==> src/rtl/vcPkg.sv <==
package vcPkg;

  // Strobes from control to datapath, one request per cycle
  typedef struct packed {
    logic wrEn;     // write the selected entry this cycle
    logic wrValid;  // value of the valid bit written
    logic capture;  // register a response
    logic hit;      // the current lookup matched
  } vcStrobe_t;

endpackage

==> src/rtl/vcStore.sv <==
module vcStore #(
  parameter int ENTRIES = 4,
  parameter int ADDR_W  = 27,
  parameter int DATA_W  = 256
) (
  input  logic                clk,
  input  logic                rstN,
  input  logic [ADDR_W-1:0]   lookupAddr,
  input  logic [ADDR_W-1:0]   evictAddr,
  input  logic [DATA_W-1:0]   evictData,
  input  vcPkg::vcStrobe_t    strb,
  input  logic [ENTRIES-1:0]  wrSel,
  output logic [ENTRIES-1:0]  matchVec,
  output logic [ENTRIES-1:0]  validVec,
  output logic [DATA_W-1:0]   rspData
);

  logic [ADDR_W-1:0] tagQ  [ENTRIES];
  logic [DATA_W-1:0] dataQ [ENTRIES];
  logic [DATA_W-1:0] readData;

  for (genvar i = 0; i < ENTRIES; i++) begin : gEntry
    always_ff @(posedge clk) begin
      if (!rstN) begin
        validVec[i] <= 1'b0;
        tagQ[i]     <= '0;
        dataQ[i]    <= '0;
      end else if (strb.wrEn && wrSel[i]) begin
        validVec[i] <= strb.wrValid;
        if (strb.wrValid) begin
          tagQ[i]  <= evictAddr;
          dataQ[i] <= evictData;
        end
      end
    end

    assign matchVec[i] = validVec[i] && (tagQ[i] == lookupAddr);

    // an entry not selected for writing keeps its contents
    p_unselected_kept_r4: assert property (@(posedge clk) disable iff (!rstN)
      !(strb.wrEn && wrSel[i]) |=> ($stable(validVec[i]) && $stable(tagQ[i]) && $stable(dataQ[i])));
  end

  // AND-OR read mux, at most one entry matches
  always_comb begin
    readData = '0;
    for (int k = 0; k < ENTRIES; k++) begin
      if (matchVec[k]) readData = readData | dataQ[k];
    end
  end

  always_ff @(posedge clk) begin
    if (!rstN) begin
      rspData <= '0;
    end else if (strb.capture) begin
      rspData <= strb.hit ? readData : '0;
    end
  end

endmodule

==> src/rtl/vcCtrl.sv <==
module vcCtrl #(
  parameter int ENTRIES = 4
) (
  input  logic               clk,
  input  logic               rstN,
  input  logic               lookupValid,
  input  logic               evictValid,
  input  logic [ENTRIES-1:0] matchVec,
  input  logic [ENTRIES-1:0] validVec,
  output vcPkg::vcStrobe_t   strb,
  output logic [ENTRIES-1:0] wrSel,
  output logic               rspValid,
  output logic               rspHit
);

  localparam logic [ENTRIES-1:0] ONE = {{(ENTRIES-1){1'b0}}, 1'b1};

  // olderQ[i][j] set: entry i was written before entry j
  logic [ENTRIES-1:0] olderQ [ENTRIES];
  logic [ENTRIES-1:0] oldestVec;
  logic [ENTRIES-1:0] firstFree;
  logic               anyFree;
  logic               hitNow;

  for (genvar i = 0; i < ENTRIES; i++) begin : gOldest
    assign oldestVec[i] = &(olderQ[i] | (ONE << i));
  end

  always_comb begin
    firstFree = '0;
    for (int k = ENTRIES - 1; k >= 0; k--) begin
      if (!validVec[k]) begin
        firstFree    = '0;
        firstFree[k] = 1'b1;
      end
    end
  end

  assign anyFree = ~&validVec;
  assign hitNow  = lookupValid && (|matchVec);

  always_comb begin
    if (hitNow)       wrSel = matchVec;
    else if (anyFree) wrSel = firstFree;
    else              wrSel = oldestVec;
  end

  always_comb begin
    strb.wrEn    = lookupValid && (hitNow || evictValid);
    strb.wrValid = evictValid;
    strb.capture = lookupValid;
    strb.hit     = hitNow;
  end

  // Insertion order, updated whenever a valid block is written
  always_ff @(posedge clk) begin
    if (!rstN) begin
      for (int i = 0; i < ENTRIES; i++) begin
        for (int j = 0; j < ENTRIES; j++) begin
          olderQ[i][j] <= (i < j);
        end
      end
    end else if (strb.wrEn && strb.wrValid) begin
      for (int i = 0; i < ENTRIES; i++) begin
        for (int j = 0; j < ENTRIES; j++) begin
          if (i != j) begin
            if (wrSel[i])      olderQ[i][j] <= 1'b0;
            else if (wrSel[j]) olderQ[i][j] <= 1'b1;
          end
        end
      end
    end
  end

  always_ff @(posedge clk) begin
    if (!rstN) begin
      rspValid <= 1'b0;
      rspHit   <= 1'b0;
    end else begin
      rspValid <= lookupValid;
      rspHit   <= hitNow;
    end
  end

  // a response follows each request, and only a request
  p_rsp_follows_req_r2: assert property (@(posedge clk) disable iff (!rstN)
    lookupValid |=> rspValid);
  p_no_rsp_idle_r2: assert property (@(posedge clk) disable iff (!rstN)
    !lookupValid |=> !rspValid);
  // full-address tags never match twice
  p_single_match_r3: assert property (@(posedge clk) disable iff (!rstN)
    $onehot0(matchVec));
  // every write targets exactly one entry
  p_write_one_entry_r4: assert property (@(posedge clk) disable iff (!rstN)
    strb.wrEn |-> ($countones(wrSel) == 1));
  // a miss fills an empty entry while one exists
  p_fill_free_first_r6: assert property (@(posedge clk) disable iff (!rstN)
    (strb.wrEn && !hitNow && anyFree) |-> ((wrSel & validVec) == '0));
  // insertion order always names exactly one oldest entry
  p_oldest_unique_r7: assert property (@(posedge clk) disable iff (!rstN)
    $onehot(oldestVec));
  // a miss with nothing to keep leaves the valid bits alone
  p_miss_no_keep_r8: assert property (@(posedge clk) disable iff (!rstN)
    (lookupValid && !hitNow && !evictValid) |=> $stable(validVec));
  // no request, no write
  p_idle_no_write_r9: assert property (@(posedge clk) disable iff (!rstN)
    !lookupValid |-> !strb.wrEn);

endmodule

==> src/rtl/victimCache.sv <==
module victimCache #(
  parameter int ENTRIES = 4,
  parameter int ADDR_W  = 27,
  parameter int DATA_W  = 256
) (
  input  logic              clk,
  input  logic              rstN,
  input  logic              lookupValid,
  input  logic [ADDR_W-1:0] lookupAddr,
  input  logic              evictValid,
  input  logic [ADDR_W-1:0] evictAddr,
  input  logic [DATA_W-1:0] evictData,
  output logic              rspValid,
  output logic              rspHit,
  output logic [DATA_W-1:0] rspData
);

  vcPkg::vcStrobe_t   strb;
  logic [ENTRIES-1:0] wrSel;
  logic [ENTRIES-1:0] matchVec;
  logic [ENTRIES-1:0] validVec;

  vcCtrl #(.ENTRIES(ENTRIES)) uCtrl (
    .clk         (clk),
    .rstN        (rstN),
    .lookupValid (lookupValid),
    .evictValid  (evictValid),
    .matchVec    (matchVec),
    .validVec    (validVec),
    .strb        (strb),
    .wrSel       (wrSel),
    .rspValid    (rspValid),
    .rspHit      (rspHit)
  );

  vcStore #(.ENTRIES(ENTRIES), .ADDR_W(ADDR_W), .DATA_W(DATA_W)) uStore (
    .clk        (clk),
    .rstN       (rstN),
    .lookupAddr (lookupAddr),
    .evictAddr  (evictAddr),
    .evictData  (evictData),
    .strb       (strb),
    .wrSel      (wrSel),
    .matchVec   (matchVec),
    .validVec   (validVec),
    .rspData    (rspData)
  );

  // a miss returns all-zero data
  p_miss_data_zero_r10: assert property (@(posedge clk) disable iff (!rstN)
    (rspValid && !rspHit) |-> (rspData == '0));

endmodule

==> config.mk <==
export PLATFORM = sky130hd
export DESIGN_NAME = victimCache
export DESIGN_NICKNAME = d
export VERILOG_FILES = /design/src/rtl/vcPkg.sv /design/src/rtl/vcStore.sv /design/src/rtl/vcCtrl.sv /design/src/rtl/victimCache.sv
export SDC_FILE = /design/constraint.sdc
export NUM_CORES = 2
export LEC_CHECK = 0
export ABC_AREA = 1
export BUFFER_PORTS_ARGS = -buffer_cell sky130_fd_sc_hd__buf_4
export CORE_AREA = 2 2 383 385
export CTS_CLUSTER_DIAMETER = 30
export DETAILED_ROUTE_END_ITERATION = 7
export DIE_AREA = 0 0 385 387
export REMOVE_ABC_BUFFERS = 1
export SETUP_SLACK_MARGIN = 0.15
export SYNTH_ARGS = -nofsm -noshare
export SYNTH_HDL_FRONTEND = slang
export SYNTH_SLANG_ARGS = --single-unit
==> constraint.sdc <==
create_clock -name clk -period 12.8 [get_ports clk]
set_clock_uncertainty 0.1 [all_clocks]
set_input_delay 1.28 -clock clk [delete_from_list [all_inputs] [get_ports clk]]
set_output_delay 1.28 -clock clk [all_outputs]
set_load 0.03 [all_outputs]
==> key figures <==
Worst setup path
  • Required time worst endpoint: 13240 ps
  • CP endpoint kind: flip-flop
  • Critical-path maximum fanout: a little under 100
  • CP Launch Point: lookupAddr[16]
  • CP Capture Point: uStore.dataQ[3][231]
  • Worst R2R End: uStore.dataQ[3][231]
  • Reg-to-Reg Start: uStore.tagQ[1][0]
  • CP Launch Type: input pin
  • Reg2Reg Depth: 16
  • Crit path DAT: between 6000 and 7000 ps
  • Crit Path Class: input pin to flip-flop
  • R2r setup slk: ~7400 ps

Die
  • Ports: roughly 570
  • Die H: between 300 and 400 µm
  • Die area: roughly 150000 µm²
  • Initial Util: 0.397
  • Std-Cell Rows: 140
  • DIE WIDTH: between 300 and 400 µm
  • Core Area: between 100000 and 150000 µm²

STA
  • Min cycle time layout: 5580 ps
  • Fmax: 0.179 GHz
  • Setup TNS: 0 ps
  • Post-route setup slack: between 7000 and 8000 ps
  • Final worst path period share: 0.436
  • Final slew viol count: 0
  • RSZ-0062 raised after global routing: false
  • Worst-margin pin slew: 1460 ps
  • Setup violators final: 0
  • Final Hold Fails: 0
  • Worst slew margin: 0.0236

Yosys
  • #FFs+latches synth: 1406
  • Avg Inst Size Synth: 10.7 µm²
  • Seq/Total Area, Yosys: 0.688
  • Yosys Warn Count: 0
  • Top cells by area, synth: edfxtp_1 (60%), dfxtp_1 (9.2%), nor2_1 (8.3%), nand2_1 (8.2%), a22o_1 (5.6%)
  • Syn Inst Count: roughly 5400
  • Share of the synthesized area in the top cell type: 0.596
  • EDFF count, synth: between 1000 and 1500
  • Synth unique cells: 30
  • Area leader, netlist: edfxtp_1
  • Ys flop type: edfxtp_1
  • Netlist Area Pre-Place: around 58000 µm²
  • Async S/R FF share, synth: 0

Clock tree
  • CTS tree: done
  • Cts hold-fix bufs: 0
  • Clk sink count: 1406
  • Clock Latency Late Sink: roughly 900 ps
  • H-tree depth: 5
  • Total clock buffers created by CTS: roughly 320
  • PostCTS Resize Cnt: 0
  • Clock tree buffer depth: 4
  • CTS root buf: clkbuf_16
  • Setup repair bufs after CTS: 0
  • Clock-pin slew on the worst setup and hold paths: ~50 ps

Global routing
  • Total GRT Usage: 0.233
  • Grt total ovfl: 0
  • First-pass GRT wire length: ~260000 µm
  • Largest net degree at the start of global routing: 164
  • Initial antenna violation count: 16
  • Vias in the first global route: 42400

Placed design
  • RePlAce Congestion: between 0.9 and 1
  • Placed Cells: approximately 7600
  • DP Area: 63200 µm²
  • Place WS: approximately 6200 ps
  • Port Buf Inserts: 571
  • DP HPWL: 98600 µm

Finish
  • Area growth syn-to-layout: 29.4%
  • Final net count: 6343
  • Most common cell after layout, fill and taps aside: nor2_1
  • Share of cells above drive strength 1: 0.189
  • Most frequent cells in the layout: nor2_1 (1272), nand2_1 (1254), edfxtp_1 (1142)
  • Fin cells: just over 8000
  • Fillers: roughly 13000
  • Final instance area: 74400 µm²

Pwr
  • Peak VDD IR: around 0.00011 V
  • Pwr Density: between 150 and 200 nW/µm²
  • Static leakage: 0.0320 µW
  • Overall power: between 10000 and 15000 µW

Route
  • Via count: around 42000
  • Wire per inst: ~22 µm
  • Final wirelength: about 180000 µm
  • Drt drc: 0
  • Post-route ant nets: 0
  • Vias/cell: roughly 5
  • Iteration-0 DRC Markers: roughly 3000
  • DRT Pass-1 Iters: 6

Flow run
  • Max-cap violations: 0

Outcome
  • Status: finished, final reports clean

Hold path
  • Hold/Removal Path Class: flip-flop to flip-flop
-- cell families (layout without fill, tap and decap cells) --
logic type / Yosys count / after routing / share of synthesized area
AOI/OAI and AO/OA: 510 / 510 / 0.0686
xor gates and xnor gates: 12 / 12 / 0.00183
buffers and inverters: 736 / 1625 / 0.0557
DFF: 1406 / 1406 / 0.688
other: 0 / 4 / 0
and+or+nand+nor: 2726 / 2726 / 0.186
-- layer usage --
metal  track usage  routed length [µm]
met1         0.306               75500
met2         0.375               84100
met3        0.0629               13200
met4        0.0704                4120
met5             0                 165
-- power by group --
part	total [µW]	switching, µW	internal (µW)
combinational	426	312	114
clock	8400	2520	5880
sequential	5180	55.2	5130
total	14000	2890	11100
-- flip-flops by register name, summed over array words and instances, names as in the netlist --
signal,flops
uCtrl.rspValid,1
uCtrl.olderQ,12
uStore.tagQ,108
uStore.rspData,256
uStore.validVec,4
uCtrl.rspHit,1
uStore.dataQ,1024
-- synth_stat cells, drive strengths merged (3+ instances only) --
master	count
a21oi	7
a22o	368
and2	3
buf	192
clkbuf	110
dfxtp	264
edfxtp	1142
inv	433
nand2	1265
nand3	27
nand4	151
nor2	1278
o21ai	132
xnor2	11
-- worst min path at each step --
stage | depth (start not counted) | slack, ps | end | start
6_report | 2 | 350 | uStore.rspData[123] | uStore.rspData[123]
5_1_grt | 2 | 370 | uStore.rspData[104] | uStore.rspData[104]
4_1_cts | 2 | 350 | uStore.rspData[123] | uStore.rspData[123]
3_5_place_dp | 2 | 340 | uStore.rspData[230] | uStore.rspData[230]
3_3_place_gp | 2 | 340 | uStore.rspData[123] | uStore.rspData[123]
2_1_floorplan | 2 | 360 | uCtrl.olderQ[1][0] | uCtrl.olderQ[1][0]
-- critical path, stage by stage --
cell and delay (ps):
buf_4 120, inv_2 50, nand2_1 190, nand2_1 80, nor2_1 140, nand2_1 100, nor2_1 100, nand2_1 120
nor2_4 100, buf_4 600, nor2_1 220, nand2_1 140, nand2_2 80, nand2_1 80, nand2_2 120, nand2_8 570
buf_4 870, buf_4 880, nor2_1 100
-- per-stage QoR --
step	hold WS, ps	utilization
global placement	338	0.436
finish	347	0.514
global route	368	0.514
CTS	351	0.514
detailed placement	341	0.436
floorplan	358	-
-- cell type report --
cell class	instances	area, µm²	area share
Clock inverter	176	2360	0.0317
Clock buffer	399	8840	0.119
Timing Repair Buffer	616	4750	0.0638
Sequential cell	1406	39600	0.532
Multi-Input combinational cell	3248	14900	0.200
Inverter	434	1630	0.0219
Antenna cell	4	10.0	0.000134
Tap cell	1917	2400	0.0322
No activity file was read; power rests on OpenSTA's default activity.
